===== src/rtl/dbg_csr_pkg.sv =====
package dbg_csr_pkg;
  localparam int XLEN = 32;
  localparam int CSR_AW = 12;
  localparam logic [CSR_AW-1:0] ADDR_DCTL = 12'h7b0;
  localparam logic [CSR_AW-1:0] ADDR_DPC = 12'h7b1;
  localparam logic [CSR_AW-1:0] ADDR_SCR = 12'h7b2;
  localparam int NUM_REGS = 3;

  localparam logic [2:0] CAUSE_BRK = 3'd1;
  localparam logic [2:0] CAUSE_TRIG = 3'd2;
  localparam logic [2:0] CAUSE_HALT = 3'd3;

  localparam logic [1:0] SYNC_TRIGGER = 2'd2;

  typedef struct packed {
    logic entry;
    logic fromSync;
    logic [2:0] cause;
    logic resume;
    logic dctlWen;
    logic dpcWen;
    logic scrWen;
    logic dmScrWen;
  } dbgStrobesT;
endpackage


===== src/rtl/dbg_csr_ctrl.sv =====
module dbg_csr_ctrl
  import dbg_csr_pkg::*;
(
  input  logic clk,
  input  logic rstN,
  input  logic syncValid,
  input  logic [1:0] syncCause,
  input  logic haltReq,
  input  logic resumeReq,
  input  logic csrEn,
  input  logic csrWen,
  input  logic [CSR_AW-1:0] csrAddr,
  input  logic dmData0Wen,
  output dbgStrobesT strb,
  output logic [NUM_REGS-1:0] regSel,
  output logic halted,
  output logic resumeValid
);
  logic haltedQ;
  logic resumeValidQ;
  logic entryReq;
  logic resumeFire;

  for (genvar i = 0; i < NUM_REGS; i++) begin : g_sel
    assign regSel[i] = csrEn && (csrAddr == ADDR_DCTL + CSR_AW'(i));
  end

  assign entryReq = !haltedQ && (syncValid || haltReq);
  assign resumeFire = haltedQ && resumeReq;

  always_comb begin
    strb = '0;
    strb.entry = entryReq;
    strb.fromSync = syncValid;
    if (syncValid) begin
      strb.cause = (syncCause == SYNC_TRIGGER) ? CAUSE_TRIG : CAUSE_BRK;
    end else begin
      strb.cause = CAUSE_HALT;
    end
    strb.resume = resumeFire;
    strb.dctlWen = csrWen && regSel[0];
    strb.dpcWen = csrWen && regSel[1];
    strb.scrWen = csrWen && regSel[2];
    strb.dmScrWen = dmData0Wen;
  end

  always_ff @(posedge clk or negedge rstN) begin
    if (!rstN) begin
      haltedQ <= 1'b0;
      resumeValidQ <= 1'b0;
    end else begin
      resumeValidQ <= resumeFire;
      if (entryReq) begin
        haltedQ <= 1'b1;
      end else if (resumeFire) begin
        haltedQ <= 1'b0;
      end
    end
  end

  assign halted = haltedQ;
  assign resumeValid = resumeValidQ;

  AST_ENTRY_HALTS: assert property (@(posedge clk) disable iff (!rstN)
    (!halted && (syncValid || haltReq)) |=> halted);
  AST_HALTED_STAYS: assert property (@(posedge clk) disable iff (!rstN)
    (halted && !resumeReq) |=> halted);
  AST_RESUME_PULSE: assert property (@(posedge clk) disable iff (!rstN)
    (halted && resumeReq) |=> (!halted && resumeValid));
  AST_PULSE_SINGLE: assert property (@(posedge clk) disable iff (!rstN)
    resumeValid |=> !resumeValid);
endmodule


===== src/rtl/dbg_csr_datapath.sv =====
module dbg_csr_datapath
  import dbg_csr_pkg::*;
(
  input  logic clk,
  input  logic rstN,
  input  dbgStrobesT strb,
  input  logic [NUM_REGS-1:0] regSel,
  input  logic [XLEN-1:0] syncPc,
  input  logic [XLEN-1:0] nextPc,
  input  logic [XLEN-1:0] csrWdata,
  input  logic [XLEN-1:0] dmData0Wdata,
  output logic [XLEN-1:0] csrRdata,
  output logic [XLEN-1:0] scrValue,
  output logic [XLEN-1:0] dpcValue,
  output logic [2:0] causeValue
);
  localparam int BIT_BRKM = 15;
  localparam int BIT_STEP = 2;
  localparam logic [3:0] DBG_VERSION = 4'd4;

  logic brkEnterQ;
  logic stepQ;
  logic [2:0] causeQ;
  logic [XLEN-1:0] dpcQ;
  logic [XLEN-1:0] scrQ;
  logic [XLEN-1:0] dctlView;

  always_ff @(posedge clk or negedge rstN) begin
    if (!rstN) begin
      brkEnterQ <= 1'b0;
      stepQ <= 1'b0;
      causeQ <= 3'd0;
    end else begin
      if (strb.entry) begin
        causeQ <= strb.cause;
      end
      if (strb.dctlWen) begin
        brkEnterQ <= csrWdata[BIT_BRKM];
        stepQ <= csrWdata[BIT_STEP];
      end
    end
  end

  always_ff @(posedge clk or negedge rstN) begin
    if (!rstN) begin
      dpcQ <= '0;
    end else if (strb.entry) begin
      dpcQ <= strb.fromSync ? syncPc : nextPc;
    end else if (strb.dpcWen) begin
      dpcQ <= csrWdata;
    end
  end

  always_ff @(posedge clk or negedge rstN) begin
    if (!rstN) begin
      scrQ <= '0;
    end else if (strb.dmScrWen) begin
      scrQ <= dmData0Wdata;
    end else if (strb.scrWen) begin
      scrQ <= csrWdata;
    end
  end

  always_comb begin
    dctlView = '0;
    dctlView[31:28] = DBG_VERSION;
    dctlView[BIT_BRKM] = brkEnterQ;
    dctlView[11] = 1'b0;
    dctlView[10] = 1'b1;
    dctlView[9] = 1'b1;
    dctlView[8:6] = causeQ;
    dctlView[BIT_STEP] = stepQ;
    dctlView[1:0] = 2'b11;
  end

  always_comb begin
    csrRdata = '0;
    unique case (1'b1)
      regSel[0]: csrRdata = dctlView;
      regSel[1]: csrRdata = dpcQ;
      regSel[2]: csrRdata = scrQ;
      default: csrRdata = '0;
    endcase
  end

  assign scrValue = scrQ;
  assign dpcValue = dpcQ;
  assign causeValue = causeQ;

  AST_DPC_HOLD: assert property (@(posedge clk) disable iff (!rstN)
    (!strb.entry && !strb.dpcWen) |=> $stable(dpcQ));
  AST_DM_WINS: assert property (@(posedge clk) disable iff (!rstN)
    strb.dmScrWen |=> (scrQ == $past(dmData0Wdata)));
  AST_SEL_ONEHOT: assert property (@(posedge clk) disable iff (!rstN)
    $onehot0(regSel));
endmodule


===== src/rtl/dbg_csr_unit.sv =====
module dbg_csr_unit
  import dbg_csr_pkg::*;
(
  input  logic clk,
  input  logic rstN,
  input  logic syncValid,
  input  logic [1:0] syncCause,
  input  logic [31:0] syncPc,
  input  logic haltReq,
  input  logic [31:0] nextPc,
  input  logic resumeReq,
  input  logic csrEn,
  input  logic csrWen,
  input  logic [11:0] csrAddr,
  input  logic [31:0] csrWdata,
  output logic [31:0] csrRdata,
  output logic csrHit,
  input  logic dmData0Wen,
  input  logic [31:0] dmData0Wdata,
  output logic [31:0] dmData0Rdata,
  output logic halted,
  output logic resumeValid,
  output logic [31:0] resumePc
);
  dbgStrobesT strb;
  logic [NUM_REGS-1:0] regSel;
  logic [2:0] causeValue;

  dbg_csr_ctrl u_ctrl (
    .clk(clk), .rstN(rstN), .syncValid(syncValid), .syncCause(syncCause),
    .haltReq(haltReq), .resumeReq(resumeReq), .csrEn(csrEn), .csrWen(csrWen),
    .csrAddr(csrAddr), .dmData0Wen(dmData0Wen), .strb(strb), .regSel(regSel),
    .halted(halted), .resumeValid(resumeValid)
  );

  dbg_csr_datapath u_dp (
    .clk(clk), .rstN(rstN), .strb(strb), .regSel(regSel), .syncPc(syncPc),
    .nextPc(nextPc), .csrWdata(csrWdata), .dmData0Wdata(dmData0Wdata),
    .csrRdata(csrRdata), .scrValue(dmData0Rdata), .dpcValue(resumePc),
    .causeValue(causeValue)
  );

  assign csrHit = |regSel;

  AST_HALT_HAS_CAUSE: assert property (@(posedge clk) disable iff (!rstN)
    halted |-> (causeValue != 3'd0));
  AST_PULSE_RUNNING: assert property (@(posedge clk) disable iff (!rstN)
    resumeValid |-> !halted);
endmodule


===== config.mk =====
export PLATFORM = sky130hd
export DESIGN_NAME = dbg_csr_unit
export DESIGN_NICKNAME = d
export VERILOG_FILES = /design/src/rtl/dbg_csr_pkg.sv /design/src/rtl/dbg_csr_ctrl.sv /design/src/rtl/dbg_csr_datapath.sv /design/src/rtl/dbg_csr_unit.sv
export SDC_FILE = /design/constraint.sdc
export NUM_CORES = 1
export LEC_CHECK = 0
export BUFFER_PORTS_ARGS = -buffer_cell sky130_fd_sc_hd__clkbuf_2
export CORE_MARGIN = 1.5
export CORE_UTILIZATION = 48
export DETAILED_ROUTE_END_ITERATION = 12
export HOLD_SLACK_MARGIN = 0.1
export PLACE_DENSITY = 0.9
export SLEW_MARGIN = 20
export SYNTH_ARGS = -nofsm -noshare
export SYNTH_HDL_FRONTEND = slang
export SYNTH_SLANG_ARGS = --single-unit

===== constraint.sdc =====
create_clock -name clk -period 3.3 [get_ports clk]
set_input_delay 0.33 -clock clk [delete_from_list [all_inputs] [get_ports clk]]
set_output_delay 0.33 -clock clk [all_outputs]
set_load 0.1 [all_outputs]

==> Word-level counts from Yosys, hierarchy flattened <==
Cells that the tools add are included.
{ "totals": {"regBits": 71} }
{ "classes": {"eq_ne": 4, "n_mux": 10, "n_reduce_logical": 14} }
{ "op_table": {"columns": ["op", "n"], "rows": [
  ["$mux W32", 5],
  ["$pmux W32 S3", 1],
  ["$eq A12 B11 Y1 const B", 3],
  ["$logic_and A1 B1 Y1", 8],
  ["$reduce_bool A2 Y1", 3],
  ["$mux W3", 1],
  ["$reduce_or A3 Y1", 1],
  ["$eq A2 B2 Y1 const B", 1],
  ["$mux W1", 2],
  ["$mux W2", 1],
  ["$logic_not A1 Y1", 1],
  ["$logic_or A1 B1 Y1", 1]
]} }

==> Logic depth before layout (Yosys ltp) <==
{ "depth": {"ltp_word": 5, "ltp_mapped": 7} }

==> By module <==
Synthesis repeated with hierarchy kept, for this count alone.
{ "unflattened": {"hier_cells": 365, "area_unflattened_um2": 4200.3} }
{ "modules_own_cells": {"columns": ["mod", "instances", "cells_per_inst", "area_each_um2", "seq_area_each_um2"], "rows": [
  ["dbg_csr_datapath", 1, 333, 3957.5, 1726.7],
  ["dbg_csr_ctrl", 1, 31, 236.5, 50.0],
  ["dbg_csr_unit", 1, 1, 6.3, 0.0]
]} }

==> Worst setup path after synthesis <==
Ideal clock, no wire load.
{ "synth_path": {"kind": "register to output", "start": "reg u_dp.dpcQ[10] (netlist: u_dp.dpcValue[10])", "end": "out csrRdata[10]", "t_arrival_ns": 2.532, "required_time_ns": 2.970, "path_slack_ns": 0.438, "stages_incl_launch_ff": 5, "n_path_buf": 0, "cell_sequence": "dfrtp_1 -> inv_1 -> a21oi_1 -> a21oi_1 -> nor2_1"} }
{ "synth_via": {"elab_chain_len": 1} }
{ "synth_rtl": {"columns": ["item", "line_no", "source"], "rows": [
  ["start, declared", "dbg_csr_datapath.sv:24", "logic [XLEN-1:0] dpcQ;"],
  ["start signal, assigned", "dbg_csr_datapath.sv:48", "dpcQ <= strb.fromSync ? syncPc : nextPc;"],
  ["start signal, assigned", "dbg_csr_datapath.sv:50", "dpcQ <= csrWdata;"],
  ["$pmux W32 S3", "dbg_csr_datapath.sv:78", "unique case (1'b1)"],
  ["end, declared", "dbg_csr_unit.sv:16", "output logic [31:0] csrRdata,"]
]} }
Every way passes these cells.

==> Worst setup path after layout <==
{ "layout_path": {"start": "in csrAddr[2]", "end": "out csrRdata[4]"} }
{ "layout_via": {"elab_chain_len": 3} }
{ "layout_rtl": {"columns": ["item", "line_no", "source"], "rows": [
  ["start, declared", "dbg_csr_unit.sv:14", "input logic [11:0] csrAddr,"],
  ["$eq A12 B11 Y1", "dbg_csr_ctrl.sv:25", "assign regSel[i] = csrEn && (csrAddr == ADDR_DCTL + CSR_AW'(i));"],
  ["$logic_and A1 B1 Y1", "dbg_csr_ctrl.sv:25", null],
  ["$pmux W32 S3 (*)", "dbg_csr_datapath.sv:78", null]
]} }
Mark *: on every way between the ends. The rest lies on a longest branch, timed or not.

==> metrics.cfg <==
[power]
clock_power_share_pct=12.4
swShare_pct=57.6
power_mw=4.82
power_density_nw_per_um2=817
cellLeakagePower_nw=3.20
p_int_mw=2.04
vdd_ir_drop_max_mv=0.592
power.switching_mw=2.77
power.share.sequential_pct=27.6
pwr-share-comb_pct=59.9

[placement]
io_buffer_count=248
gp_congestion=0.845
place_area_um2=5740
placed_cells=710
dp_hpwl_um=9710

[sta]
min_period_ns=2.64
worstMarginPinSlew_ns=1.00
rsz0062_at_grt=false
hold_viol_final=0
fin_setup_tns_ns=0
drv_slew=0
setup_viol=0
max_clock_freq_mhz=379
clock_skew_ns=0.00838
min_period_over_period_pct=79.9
relSlewSlack_pct=33.3

[drt]
routed_via_density=5.52
num_vias=3992
avgRoutedWirePerCell_um=18.1
detail-route-antenna-nets=0
totalWireLength_um=13100
drtIter0Drc=156
drc=16
drt_first_pass_iters=9

[critical_path]
critical_path.max_stage_delay_ns=0.50
cp.required_ns=2.97
r2r-end=u_dp.dpcValue[17]$_DFFE_PN0P_
slowest_stage=nor2b_2
cp.arrival_ns=2.31
cp-startpoint=csrAddr[2]
crit_top_cell=clkbuf_2
r2r-start=u_ctrl.halted$_DFFE_PN0P_
endpoint_kind=output pin
worst-r2r-cell-count=4
cp_cell_sequence=clkbuf_2, and4bb_1, nand3_2, nor2b_2, buf_4, a22o_1, clkbuf_2
critPathKind=in -> out
start_kind=input port
path_max_fanout=14
r2r_slack_ns=1.48

[cts]
clk_pin_slew_ns=0.07
ctsResizeCount=0
clockBufferDepth=2
postCtsSetupBuffers=0
clk_latency_ns=0.33
ctsHoldBuffers=0
htree_levels=3
cts_tree=yes
clock_sinks=70
cts_buffers=9
cts-root-buf=clkbuf_8

[finish]
nNetsFinal=763
area_growth_pct=34.5
post_layout_nonfiller_instances=723
finalInstanceArea_um2=5900
drive_above_1_share_pct=59.7
ff_latch_area_um2=1750
n_fill_cell=694
multi_input_area_um2=2440
antenna_cells=0

[global_routing]
grt_pass1_wl_um=20300
grt_pass1_vias=4235
overflow=0
antenna_found_initial=0
track_usage_pct=26.5
grt_start_max_net_pins=71

[logic_synthesis]
synth_area_per_cell_um2=11.7
synth.most_common_cell=dfrtp_1
async_flop_share_pct=100
synth_area_leader_cell=dfrtp_1
ys.flop_type=dfrtp_1
synth_area_leaders=dfrtp_1 40%, mux2_4 19%, mux2_2 9.8%, mux2i_1 9.4%, a22o_1 4.6%
synth_cells=376
synthDominantCellAreaShare_pct=40.0
yosysSeqAreaShare_pct=40.0
ys_types=29
yosys-top-cells-count=70 x dfrtp_1, 55 x mux2_4, 41 x mux2i_1, 38 x mux2_2, 27 x nand2_1
synthesis.nets=526
ys_ff_latch=70
synth_edf_count=0
synth_area_um2=4380
yosys_warnings=0

[floorplanning]
die_h_um=98.6
initial_utilization_pct=49.8
die_area_um2=9720
core_um2=8810
io_pins=249
rows=34
die_w_um=98.6

[run_status]
violations=DRC
status=complete, but fails checks

[min_path]
min-delay-path-class=in -> async

[job]
max-cap-violations=0

## worst max-delay path, delay by kind of cell
kind	cells	cell delay, ns
simple gates	3	1.08
compound gates	1	0.13
buf+inv	3	0.76
## layer usage
metal / global-route usage, % / part of all wire (%)
met1: 30.1 / 39
met2: 49.6 / 54
met3: 4.61 / 5.6
met4: 9.67 / 1.6
met5: 0 / 0
## cell usage in the layout (no fill, tap or decap), types with 2 or more instances in the layout
master	count
o21ai_1	3
buf_12	3
o21ai_0	25
buf_4	20
a21oi_1	21
mux2_2	38
nand2_1	27
clkbuf_2	232
and3b_1	2
inv_1	10
clkbuf_8	11
nor2_1	18
a22o_1	23
clkinv_2	2
mux2_4	55
dfrtp_1	70
mux2i_1	41
## layout make-up
| class | count | share of cell area (%) |
|---|---|---|
| Timing Repair Buffer | 255 | 23.2 |
| Tap cell | 108 | 2.29 |
| Clock inverter | 2 | 0.170 |
| Clock buffer | 11 | 2.57 |
| Sequential cell | 70 | 29.7 |
| Multi-Input combinational cell | 267 | 41.4 |
| Inverter | 10 | 0.636 |
## flip-flops by register name (all words and copies together), names as in the netlist
| signal | cells |
|---|---|
| u_dp.brkEnterQ | 1 |
| u_ctrl.resumeValid | 1 |
| u_dp.stepQ | 1 |
| u_dp.scrValue | 32 |
| u_dp.causeValue | 2 |
| u_dp.dpcValue | 32 |
| u_ctrl.halted | 1 |
## worst max-delay path by stage
stage | end | slack, ns | depth (start not counted)
floorplan | csrRdata[10] | 0.44 | 4
global placement | csrRdata[5] | 0.74 | 7
detailed placement | csrRdata[4] | 0.67 | 7
CTS | csrRdata[4] | 0.65 | 7
global route | csrRdata[4] | 0.55 | 7
finish | csrRdata[4] | 0.66 | 7
## logic make-up (layout without fill, tap and decap cells)
| kind of cell | after synthesis | count (layout) | synth area share (%) |
|---|---|---|---|
| simple gates | 58 | 58 | 6.22 |
| buf+inv | 39 | 278 | 4.74 |
| compound gates | 75 | 75 | 11.1 |
| flops | 70 | 70 | 40.0 |
| mux | 134 | 134 | 38.0 |
## metrics by stage
stage	worst slack, ns	hold WS, ns	utilization (%)
floorplan	0.438	0.0344	-
global placement	0.739	0.492	65.1
detailed placement	0.671	0.505	65.1
CTS	0.654	0.143	67.0
global route	0.549	0.171	67.0
finish	0.665	0.101	67.0
## power groups by stage
| stage | registers [mW] | clock network [mW] | logic [mW] |
|---|---|---|---|
| 5_1_grt | 1.36 | 0.654 | 2.98 |
| 4_1_cts | 1.33 | 0.615 | 2.89 |
| 2_1_floorplan | 3.06 | 0 | 0.646 |
| 3_5_place_dp | 1.34 | 0 | 2.89 |
| 6_report | 1.33 | 0.599 | 2.89 |
| 3_3_place_gp | 1.33 | 0 | 2.85 |
Note: power is estimated with default switching activity, not from simulation.
